**config.mk**
```make
export PLATFORM = sky130hd
export DESIGN_NAME = edo_dram_ctrl
export DESIGN_NICKNAME = d
export VERILOG_FILES = /design/src/rtl/edo_pkg.sv /design/src/rtl/edo_refresh_timer.sv /design/src/rtl/edo_ctrl_fsm.sv /design/src/rtl/edo_io_path.sv /design/src/rtl/edo_dram_ctrl.sv
export SDC_FILE = /design/constraint.sdc
export NUM_CORES = 1
export LEC_CHECK = 0
export BUFFER_PORTS_ARGS = -buffer_cell sky130_fd_sc_hd__buf_4
export CORE_MARGIN = 2
export CORE_UTILIZATION = 54
export DETAILED_ROUTE_END_ITERATION = 10
export GPL_TIMING_DRIVEN = 1
export PLACE_DENSITY_LB_ADDON = 0.12
export SYNTH_ARGS = -nofsm -noshare
export SYNTH_HDL_FRONTEND = slang
export SYNTH_HIERARCHICAL = 1
export SYNTH_SLANG_ARGS = --single-unit
```
**constraint.sdc**
```tcl
create_clock -name clk -period 3.43 [get_ports clk]
set_input_delay 0.343 -clock clk [delete_from_list [all_inputs] [get_ports clk]]
set_output_delay 0.343 -clock clk [all_outputs]
set_load 0.01 [all_outputs]
```
**src/rtl/edo_pkg.sv**
```systemverilog
package edo_pkg;
  localparam int ADDR_W = 23;
  localparam int DATA_W = 8;
  localparam int ROW_W  = 12;
  localparam int COL_W  = ADDR_W - ROW_W;

  typedef enum logic [2:0] {
    ST_IDLE, ST_ACT, ST_CAS, ST_CASHI, ST_PRE, ST_RCAS, ST_RRAS
  } edo_state_e;

  function automatic logic [ROW_W-1:0] row_of(input logic [ADDR_W-1:0] a);
    return a[ADDR_W-1:COL_W];
  endfunction

  function automatic logic [COL_W-1:0] col_of(input logic [ADDR_W-1:0] a);
    return a[COL_W-1:0];
  endfunction

  // cycles the column strobe stays low before read data may be taken
  function automatic int cas_len(input int tcac, input int taa, input int trac, input int trcd);
    int m;
    m = tcac;
    if (taa > m) m = taa;
    if (trac - trcd > m) m = trac - trcd;
    return m;
  endfunction
endpackage

```
**src/rtl/edo_refresh_timer.sv**
```systemverilog
module edo_refresh_timer #(
  parameter int INTERVAL = 1562
) (
  input  logic clk,
  input  logic rst_n,
  input  logic ref_start,
  output logic ref_pend,
  output logic tick
);
  localparam int CW = $clog2(INTERVAL + 1);
  logic [CW-1:0] cnt;

  assign tick = (cnt == CW'(INTERVAL - 1));

  always_ff @(posedge clk) begin
    if (!rst_n) begin
      cnt      <= '0;
      ref_pend <= 1'b0;
    end else begin
      cnt <= tick ? '0 : cnt + 1'b1;
      if (tick)           ref_pend <= 1'b1;
      else if (ref_start) ref_pend <= 1'b0;
    end
  end


  no_lost_refresh_chk: assert property (@(posedge clk) disable iff (!rst_n)
    tick |-> (!ref_pend || ref_start));
endmodule

```
**src/rtl/edo_ctrl_fsm.sv**
```systemverilog
module edo_ctrl_fsm
  import edo_pkg::*;
#(
  parameter int T_RCD = 2,
  parameter int CASL  = 3,
  parameter int T_CP  = 2,
  parameter int T_RP  = 3,
  parameter int T_RAS = 5,
  parameter int T_RC  = 9,
  parameter int T_CSR = 1
) (
  input  logic              clk,
  input  logic              rst_n,
  input  logic              req_valid,
  input  logic              req_write,
  input  logic [ADDR_W-1:0] req_addr,
  input  logic              ref_pend,
  output logic              req_ready,
  output logic              accept,
  output logic              ref_start,
  output edo_state_e        state,
  output logic              row_open,
  output logic [ROW_W-1:0]  open_row,
  output logic [COL_W-1:0]  cur_col,
  output logic              cur_write,
  output logic              sample
);
  localparam int WW = $clog2(T_RC + T_RAS + T_RCD + CASL + T_CP + T_RP + T_CSR + 2);

  logic [WW-1:0] wcnt, rc_cnt;
  edo_state_e    nxt;
  logic          hit, ras_len_ok, rc_ok, pre_ok;

  assign hit        = row_open && (row_of(req_addr) == open_row);
  assign ras_len_ok = (int'(rc_cnt) + 1) >= T_RAS;
  assign rc_ok      = (int'(rc_cnt) + 1) >= T_RC;
  assign pre_ok     = ((int'(wcnt) + 1) >= T_RP) && rc_ok;
  assign req_ready  = (state == ST_IDLE) && !ref_pend && (!row_open || hit);
  assign accept     = req_valid && req_ready;
  assign ref_start  = (state == ST_IDLE) && !row_open && ref_pend;
  assign sample     = (state == ST_CAS) && (int'(wcnt) == CASL - 1) && !cur_write;

  always_comb begin
    nxt = state;
    unique case (state)
      ST_IDLE: begin
        if (row_open) begin
          if (accept) nxt = ST_CAS;
          else if ((ref_pend || req_valid) && ras_len_ok) nxt = ST_PRE;
        end else if (ref_start) nxt = ST_RCAS;
        else if (accept) nxt = ST_ACT;
      end
      ST_ACT:   if (int'(wcnt) == T_RCD - 1) nxt = ST_CAS;
      ST_CAS:   if (int'(wcnt) == CASL - 1)  nxt = ST_CASHI;
      ST_CASHI: if (int'(wcnt) == T_CP - 1)  nxt = ST_IDLE;
      ST_PRE:   if (pre_ok)                  nxt = ST_IDLE;
      ST_RCAS:  if (int'(wcnt) == T_CSR - 1) nxt = ST_RRAS;
      ST_RRAS:  if (int'(wcnt) == T_RAS - 1) nxt = ST_PRE;
      default:  nxt = ST_IDLE;
    endcase
  end

  always_ff @(posedge clk) begin
    if (!rst_n) begin
      state     <= ST_IDLE;
      wcnt      <= '0;
      rc_cnt    <= '1;
      row_open  <= 1'b0;
      open_row  <= '0;
      cur_col   <= '0;
      cur_write <= 1'b0;
    end else begin
      state <= nxt;
      if (nxt != state)    wcnt <= '0;
      else if (wcnt != '1) wcnt <= wcnt + 1'b1;
      if ((nxt == ST_ACT && state != ST_ACT) || (nxt == ST_RRAS && state != ST_RRAS))
        rc_cnt <= '0;
      else if (rc_cnt != '1)
        rc_cnt <= rc_cnt + 1'b1;
      if (state == ST_IDLE && nxt == ST_PRE) row_open <= 1'b0;
      else if (state == ST_ACT)              row_open <= 1'b1;
      if (accept) begin
        open_row  <= row_of(req_addr);
        cur_col   <= col_of(req_addr);
        cur_write <= req_write;
      end
    end
  end


  page_hit_chk: assert property (@(posedge clk) disable iff (!rst_n)
    (state == ST_IDLE && accept && row_open) |=> (state == ST_CAS));


  cbr_closed_chk: assert property (@(posedge clk) disable iff (!rst_n)
    (state == ST_RCAS) |-> !row_open);
endmodule

```
**src/rtl/edo_io_path.sv**
```systemverilog
module edo_io_path
  import edo_pkg::*;
#(
  parameter int T_RP  = 3,
  parameter int T_RAS = 5,
  parameter int T_RC  = 9
) (
  input  logic              clk,
  input  logic              rst_n,
  input  edo_state_e        state,
  input  logic              row_open,
  input  logic [ROW_W-1:0]  open_row,
  input  logic [COL_W-1:0]  cur_col,
  input  logic              cur_write,
  input  logic              accept,
  input  logic [DATA_W-1:0] req_wdata,
  input  logic              sample,
  input  logic [DATA_W-1:0] dram_dq_in,
  output logic [ROW_W-1:0]  dram_addr,
  output logic              dram_ras_n,
  output logic              dram_cas_n,
  output logic              dram_we_n,
  output logic              dram_oe_n,
  output logic [DATA_W-1:0] dram_dq_out,
  output logic              dram_dq_oe,
  output logic              rsp_valid,
  output logic [DATA_W-1:0] rsp_rdata
);
  localparam int CW = $clog2(T_RC + T_RP + T_RAS + 2) + 1;

  logic [DATA_W-1:0] wdata_q;
  logic              in_col;

  assign in_col      = (state == ST_CAS) || (state == ST_CASHI);
  assign dram_addr   = in_col ? {{(ROW_W - COL_W){1'b0}}, cur_col} : open_row;
  assign dram_ras_n  = !(row_open || state == ST_ACT || state == ST_RRAS);
  assign dram_cas_n  = !(state == ST_CAS || state == ST_RCAS || state == ST_RRAS);
  assign dram_we_n   = !(state == ST_CAS && cur_write);
  assign dram_oe_n   = !(state == ST_CAS && !cur_write);
  assign dram_dq_oe  = (state == ST_CAS) && cur_write;
  assign dram_dq_out = wdata_q;

  always_ff @(posedge clk) begin
    if (!rst_n) begin
      wdata_q   <= '0;
      rsp_valid <= 1'b0;
      rsp_rdata <= '0;
    end else begin
      if (accept) wdata_q <= req_wdata;
      rsp_valid <= sample;
      if (sample) rsp_rdata <= dram_dq_in;
    end
  end

  // pin-level strobe timers used only by the checks below
  logic [CW-1:0] hi_cnt, lo_cnt, gap_cnt;
  logic          ras_q;
  always_ff @(posedge clk) begin
    if (!rst_n) begin
      hi_cnt  <= '1;
      lo_cnt  <= '0;
      gap_cnt <= '1;
      ras_q   <= 1'b1;
    end else begin
      ras_q <= dram_ras_n;
      if (dram_ras_n) begin
        lo_cnt <= '0;
        if (hi_cnt != '1) hi_cnt <= hi_cnt + 1'b1;
      end else begin
        hi_cnt <= '0;
        if (lo_cnt != '1) lo_cnt <= lo_cnt + 1'b1;
      end
      if (ras_q && !dram_ras_n) gap_cnt <= CW'(1);
      else if (gap_cnt != '1)   gap_cnt <= gap_cnt + 1'b1;
    end
  end


  precharge_chk: assert property (@(posedge clk) disable iff (!rst_n)
    $fell(dram_ras_n) |-> (int'(hi_cnt) >= T_RP));


  row_cycle_chk: assert property (@(posedge clk) disable iff (!rst_n)
    $fell(dram_ras_n) |-> (int'(gap_cnt) >= T_RC));


  ras_width_chk: assert property (@(posedge clk) disable iff (!rst_n)
    $rose(dram_ras_n) |-> (int'(lo_cnt) >= T_RAS));


  we_oe_excl_chk: assert property (@(posedge clk) disable iff (!rst_n)
    !(!dram_we_n && !dram_oe_n));


  bus_drive_chk: assert property (@(posedge clk) disable iff (!rst_n)
    dram_dq_oe |-> (!dram_cas_n && !dram_we_n && dram_oe_n));
endmodule

```
**src/rtl/edo_dram_ctrl.sv**
```systemverilog
module edo_dram_ctrl
  import edo_pkg::*;
#(
  parameter int T_RCD          = 2,
  parameter int T_RAC          = 5,
  parameter int T_CAC          = 2,
  parameter int T_AA           = 3,
  parameter int T_CP           = 2,
  parameter int T_RP           = 3,
  parameter int T_RAS          = 5,
  parameter int T_RC           = 9,
  parameter int T_CSR          = 1,
  parameter int ROWS           = 4096,
  parameter int REF_PERIOD_CYC = 6400000
) (
  input  logic              clk,
  input  logic              rst_n,
  input  logic              req_valid,
  output logic              req_ready,
  input  logic              req_write,
  input  logic [ADDR_W-1:0] req_addr,
  input  logic [DATA_W-1:0] req_wdata,
  output logic              rsp_valid,
  output logic [DATA_W-1:0] rsp_rdata,
  output logic [ROW_W-1:0]  dram_addr,
  output logic              dram_ras_n,
  output logic              dram_cas_n,
  output logic              dram_we_n,
  output logic              dram_oe_n,
  output logic [DATA_W-1:0] dram_dq_out,
  output logic              dram_dq_oe,
  input  logic [DATA_W-1:0] dram_dq_in
);
  localparam int CASL     = cas_len(T_CAC, T_AA, T_RAC, T_RCD);
  localparam int INTERVAL = REF_PERIOD_CYC / ROWS;

  logic             ref_pend, ref_tick, ref_start, accept, row_open, cur_write, sample;
  edo_state_e       state;
  logic [ROW_W-1:0] open_row;
  logic [COL_W-1:0] cur_col;

  edo_refresh_timer #(.INTERVAL(INTERVAL)) u_timer (
    .clk(clk), .rst_n(rst_n), .ref_start(ref_start), .ref_pend(ref_pend), .tick(ref_tick)
  );

  edo_ctrl_fsm #(
    .T_RCD(T_RCD), .CASL(CASL), .T_CP(T_CP), .T_RP(T_RP),
    .T_RAS(T_RAS), .T_RC(T_RC), .T_CSR(T_CSR)
  ) u_fsm (
    .clk(clk), .rst_n(rst_n), .req_valid(req_valid), .req_write(req_write),
    .req_addr(req_addr), .ref_pend(ref_pend), .req_ready(req_ready), .accept(accept),
    .ref_start(ref_start), .state(state), .row_open(row_open), .open_row(open_row),
    .cur_col(cur_col), .cur_write(cur_write), .sample(sample)
  );

  edo_io_path #(.T_RP(T_RP), .T_RAS(T_RAS), .T_RC(T_RC)) u_io (
    .clk(clk), .rst_n(rst_n), .state(state), .row_open(row_open), .open_row(open_row),
    .cur_col(cur_col), .cur_write(cur_write), .accept(accept), .req_wdata(req_wdata),
    .sample(sample), .dram_dq_in(dram_dq_in), .dram_addr(dram_addr),
    .dram_ras_n(dram_ras_n), .dram_cas_n(dram_cas_n), .dram_we_n(dram_we_n),
    .dram_oe_n(dram_oe_n), .dram_dq_out(dram_dq_out), .dram_dq_oe(dram_dq_oe),
    .rsp_valid(rsp_valid), .rsp_rdata(rsp_rdata)
  );


  refresh_first_chk: assert property (@(posedge clk) disable iff (!rst_n)
    (ref_pend && !row_open && state == ST_IDLE) |=> (state == ST_RCAS));
endmodule

```
==> results.md, run 1 <==
* RSZ-0062 raised after global routing: false
* Fill cell count at 516
* Top_reg_cell synth: dfxtp_1
* Placed insts at 518
* Vias in the first global route at about 2,600
* CTS H-tree lvls at 3
* Routed len/inst at 13.56 µm
* Top cells by area, synth: dfxtp_1, mux2i_1, o21ai_0
* Top cell type's share of synthesized area at between 30 and 40%
* First-pass GRT wire length at around 12 mm
* CTS resizes at 0
* CTS hold repair buffers at 0
* WHS at 226.6 ps
* Grt ovf at 0
* Share of post-route cells with drive strength above 1 at between 20 and 30%
* CTS Buf Count at 9
* Worst Hold Class: primary input to flop
* Distinct cells, synth at 53
* Worst Clk Skew at roughly 9.5 ps
* Die area at 7070 µm²
* # setup viols final at 0
* Clock sink count at 67
* Crit. End Element: flop
* Max Root-Sink Buffers at 2
* Peak VDD IR at 570.0 µV
* Num rows at 29
* Post-route ant nets at 0
* Post-synth ARST share at 0%
* WL final at approximately 7.2 mm
* Chip Height at 84.09 µm
* Worst-path clk slew at 70 ps
* Final TNS setup at 0 ps
* 1st-iter DRT viols at between 150 and 200
* Max-Slew Margin vs Limit at 29.81%
* Final net count at a little over 500
* Storage element area at 1341 µm²
* CTS root buf: clkbuf_8
* Status: completed
* WHS Path Cells at 3
* Largest net degree at the start of global routing at 76
* Critical Path Source Type: flop
* Post-route cell area at between 4000 and 5000 µm²
* Initial antenna violation count at 0
* R2r setup slk at slightly below 900 ps
* Max Cap Viol at 0
* Drt first pass iters at 4
* Area of the multi-input gates at ~2000 µm²
* ANT cells at 0
* Placed cell areas at just over 4000 µm²
* Synthesis Warnings at 6
* PortBufs at 77
* Crit path max fanout at 40
* Min cycle time layout at 2545 ps
* Post-Syn Nets at 440
* CTS tree: done
* Synthesized area at 3463 µm²
* DR vias/cell at 5.437
* Least-Margin Pin Slew at 1042 ps
* Top-count cell post-synth: dfxtp_1
* Slew Limit Fails at 0
* Vias after detailed routing at about 2,900
* Global Route Usage Sum at 21.35%
* Post-CTS Setup Inserts at 0
* Initial Utilization at between 50% and 60%
* Hold Crit Start: req_addr[8]
* Seq cells post-synth at 67
* Final period util at between 70% and 80%
* DRC at 0
* Cells after synthesis at 385
* Non-filler cells, final at 533
* Most frequent cells after synthesis: dfxtp_1, o21ai_0, nand2_1, nand3_1, mux2i_1
* Avg Cell Area, Syn at between 8 and 9 µm²
* Area Overhead vs Synth at 21.75%
* Dpl hpwl at between 5 and 6 mm
* WHS Endpoint: u_fsm/cur_col[8]
* Worst reg2reg path endpoint: u_fsm/cur_col[9]
* Highest clock rate at around 400 MHz
* CP Class: flop to flop
* Horiz. Die Dim at 84.09 µm
* Worst reg2reg path depth at 6
* Arr. time, crit path at 2810 ps
* Seq/Total Area, Yosys at 38.73%
* Core region area at between 6000 and 7000 µm²
* GP Congestion at ~0.8
* Num ports at 78
* P_leak at 0.001709 µW
* Largest area contributor in the netlist: dfxtp_1
* WP data required at 3700 ps
* Post-synth EDFFs at 0
* Power Dens Cells at 701.9 nW/µm²
* Hold Violations, Final at 0
* Reg2reg start: u_fsm/state[1]
* Worst-Skew Late Latency at 340 ps
==> layout by cell type (no fill, tap or decap), drive strengths merged, types with 3 or more instances in the layout <==
cell	count
nor3b	4
nor2b	20
ha	12
or3	6
nand4	4
nand2b	5
a21oi	16
inv	9
nor4	5
nand3	32
xor2	19
nor2	14
mux2	11
clkinv	4
nand2	31
nor3	11
buf	79
a31oi	3
mux2i	22
xnor2	4
dfxtp	67
clkbuf	10
o21ai	37
==> final cells by class <==
class	count	share of cell area (%)
Tap cell	77	2.285
Sequential cell	67	31.81
Inverter	9	0.8012
Multi-Input combinational cell	286	46.50
Clock buffer	10	3.264
Clock inverter	5	1.276
Timing Repair Buffer	79	14.07
==> critical path, cell delays in order (launching register included) <==
cell and delay (ps):
dfxtp_1 500, or3_4 490, or3b_4 440, nor2_4 400, buf_4 410, nand3_1 120
o21ai_0 100
==> worst max path at each step <==
stage	start	endpoint	slack, ps	cells past startpoint
floorplan	u_fsm/state[0]	u_io/dram_dq_out[0]	940	10
global placement	u_fsm/state[1]	u_fsm/open_row[5]	950	6
detailed placement	u_fsm/state[1]	u_fsm/cur_col[9]	880	6
CTS	u_fsm/state[1]	u_fsm/cur_col[9]	870	6
global route	u_fsm/state[1]	u_fsm/open_row[1]	700	6
finish	u_fsm/state[1]	u_fsm/cur_col[9]	880	6
==> metrics by stage <==
stage                     setup WS, ps  utilization [%]  total power, µW
after global routing             700.1            67.17             3174
after global placement           950.6            64.12             2309
final                            884.9            67.17             2960
after detailed placement         884.7            64.12             2341
after CTS                        874.4            67.17             2980
after floorplan                  944.1                -             2034
==> power by group <==
group | total (µW) | internal (µW) | switching (µW)
Clock | 636 | 349 | 287
Sequential | 1110 | 933 | 174
Combinational | 1220 | 584 | 633
==> kinds of logic after synthesis <==
| group | synth area share (%) |
|---|---|
| compound gates | 12.50 |
| mux | 10.69 |
| simple gates | 23.05 |
| fa+ha+maj | 4.335 |
| xor+xnor | 5.816 |
| buf+inv | 4.877 |
| flops | 38.73 |
==> flip-flops by register name (all words and copies together), names as in the netlist, 3 cells and up <==
name	cells
u_io/rsp_rdata	8
u_fsm/open_row	12
u_io/dram_dq_out	8
u_fsm/wcnt	5
u_fsm/state	3
u_timer/cnt	11
u_fsm/rc_cnt	5
u_fsm/cur_col	11
==> layer usage <==
layer	vias to the layer above	GRT usage (%)	share of wire [%]
li1	1493	-	-
met4	0	6.158	0.76
met3	4	6.627	5.6
met5	-	0	0
met1	1333	27.63	47
met2	68	34.27	47
(Power assumes the default switching activity.)
==> inputs of run 2 (changes only) <==
CORE_UTILIZATION = 49   (was 54)
clock period = 2.34 ns   (was 3.43 ns; I/O delays follow)
==> run 2 against run 1 <==
  * Total power up 59%
  * Routed wire length grew 3.7%
  * Register-to-register slack worse by 630 ps
  * Sequential power is 41% higher
  * Critical path depth fell by 1
  * Critical endpoint is now req_ready
==> results.md, run 2 (synthesis results as in run 1) <==
* Final TNS setup at 0 ps (unchanged)
* Arr. time, crit path at 1880 ps (-930 ps)
* Core region area at 6832 µm² (+8.8%)
* Global Route Usage Sum at 19.75% (-1.6 points)
* CP Class: flop to output port
* Worst reg2reg path endpoint: u_fsm/wcnt[1]
* Final net count at 513 (+1.2%)
* CTS H-tree lvls at 3 (unchanged)
* Worst Hold Class: primary input to flop
* Most frequent cells in the layout: buf_4, dfxtp_1, o21ai_0
* Critical Path Source Type: flop
* # setup viols final at 0 (unchanged)
* Crit path largest cell delay at 400 ps (-100 ps)
* CP Buf/Inv Count at 1 (unchanged)
* Max Root-Sink Buffers at 2 (unchanged)
* Share of post-route cells with drive strength above 1 at 27.43% (+2.2 points)
* Worst Clk Skew at 9.473 ps (-0.03126 ps)
* DR vias/cell at 5.229 (-3.8%)
* WP data required at 2110 ps (-1590 ps)
* Hold Violations, Final at 0 (unchanged)
* Max-Slew Margin vs Limit at 61.70% (+32 points)
* Highest clock rate at 472.2 MHz
* GP Congestion at 0.8376 (+4.8%)
* Drt first pass iters at 4 (unchanged)
* Slew Limit Fails at 0 (unchanged)
* Min cycle time layout at approximately 2100 ps
* CTS resizes at 0 (unchanged)
* Final Power at 4708 µW (+59%)
* RSZ-0062 raised after global routing: false
* Vias in the first global route at 2,627 (-0.83%)
* Clock sink count at 67 (unchanged)
* 1st-iter DRT viols at 139 (-12%)
* CTS root buf: clkbuf_8
* Worst-Skew Late Latency at 350 ps (about the same)
* Worst-path clk slew at 80 ps (about the same)
* Least-Margin Pin Slew at 574.5 ps (-467.0 ps)
* CP delay by family, top: simple AND/OR/NAND/NOR gates
* Critical path depth in cells at 5 (-1)
* Grt ovf at 0 (unchanged)
* Final period util at 90.50%
* CTS hold repair buffers at 0 (unchanged)
* PortBufs at 77 (unchanged)
* Post-CTS Setup Inserts at 0 (unchanged)
* Reg2reg start: u_fsm/rc_cnt[0]
* Dpl hpwl at 5.159 mm (+0.50%)
* ANT cells at 0 (unchanged)
* Peak VDD IR at 539.4 µV (-5.4%)
* Initial antenna violation count at 0 (unchanged)
* Initial Utilization at 50.70% (-4.5 points)
* Post-route ant nets at 0 (unchanged)
* P_leak at 0.001779 µW (+4.1%)
* Routed len/inst at 13.40 µm (-1.2%)
* CP Launch Point: u_fsm/open_row[0]
* Crit. End Element: output port
* Worst-path cell chain: xor2_1 -> nor4_1 -> a31oi_1 -> nor3_1 -> buf_4
* Die area at 7756 µm² (+9.7%)
* Crit path max fanout at 3 (-93%)
* Chip Height at 88.07 µm (+4.7%)
* Critical Path Sink: req_ready
* Num ports at 78 (unchanged)
* Worst reg2reg path depth at 8 (+2)
* Status: completed
* R2r setup slk at 250 ps (-630 ps)
* First-pass GRT wire length at 12.09 mm (-0.57%)
* Slowest CP cell: nor4_1
* DRC at 0 (unchanged)
* WL final at 7.489 mm (+3.7%)
* Top reg by flops: u_fsm/open_row
* Top Registers: u_fsm/open_row (12), u_fsm/cur_col (11), u_timer/cnt (11)
* Vias after detailed routing at 2,923 (+0.86%)
* Num rows at 30 (+3.4%)
* Commonest non-fill, non-tap cell in the layout: buf_4
* Horiz. Die Dim at 88.07 µm (+4.7%)
* Largest net degree at the start of global routing at 64 (-16%)
* CTS Buf Count at 9 (unchanged)
* Max Cap Viol at 0 (unchanged)
* Power Dens Cells at 1072 nW/µm² (+53%)
* Area Overhead vs Synth at 26.77%
* CTS tree: done
* Max FFs per register at 12 (unchanged)
-- run 2: changes by cell type in the layout (fill, tap and decap cells not counted), sizes merged --
cell,previous run,this run
clkinv,4,3
buf,79,85
bufinv,1,3
-- run 2: metrics by stage --
stage	cell area (µm²)	setup slack, ps	cells	util [%]	hold slack (ps)
4_1_cts	4357	36.85	559	63.77	86.12
3_3_place_gp	4106	185.2	543	60.11	443.8
2_1_floorplan	3475	13.85	385	-	349.9
5_1_grt	4390	46.10	559	64.27	113.7
6_report	4390	222.3	559	64.27	95.67
3_5_place_dp	4106	87.50	543	60.11	450.6
-- run 2: layout make-up --
type | instances | area [µm²]
timing repair buffer | 85 | 650.6
clock buffer | 10 | 137.6
multi-input combinational | 286 | 1994
tap | 96 | 120.1
fill | 607 | 2441
sequential | 67 | 1341
inverter | 9 | 33.78
clock inverter | 6 | 112.6
-- run 2: worst min-delay path, stage by stage --
cell and delay (ps):
buf_4 70, nand3_1 50, o21ai_0 60
-- run 2: how the worst min path moves through the flow --
stage                     slack, ps  cells past startpoint              start                 to
after floorplan                 350                      2              rst_n     u_timer/cnt[9]
after global routing            110                      3        req_addr[3]   u_fsm/cur_col[3]
after detailed placement        450                      2   u_fsm/cur_col[1]   u_fsm/cur_col[1]
after CTS                        90                      3        req_addr[8]   u_fsm/cur_col[8]
after global placement          440                      2  u_fsm/cur_col[10]  u_fsm/cur_col[10]
final                           100                      3        req_addr[6]   u_fsm/cur_col[6]
-- run 2: report_power, final --
| part | internal [µW] | switching (µW) |
|---|---|---|
| sequential | 1370 | 188 |
| clock | 738 | 448 |
| combinational | 930 | 1040 |
-- run 2: layer usage --
metal,vias up,global-route usage [%],share of wire [%]
met5,-,0,0
li1,1499,-,-
met1,1338,26.36,47
met4,0,8.402,1.9
met2,73,31.27,46
met3,13,3.864,5.4
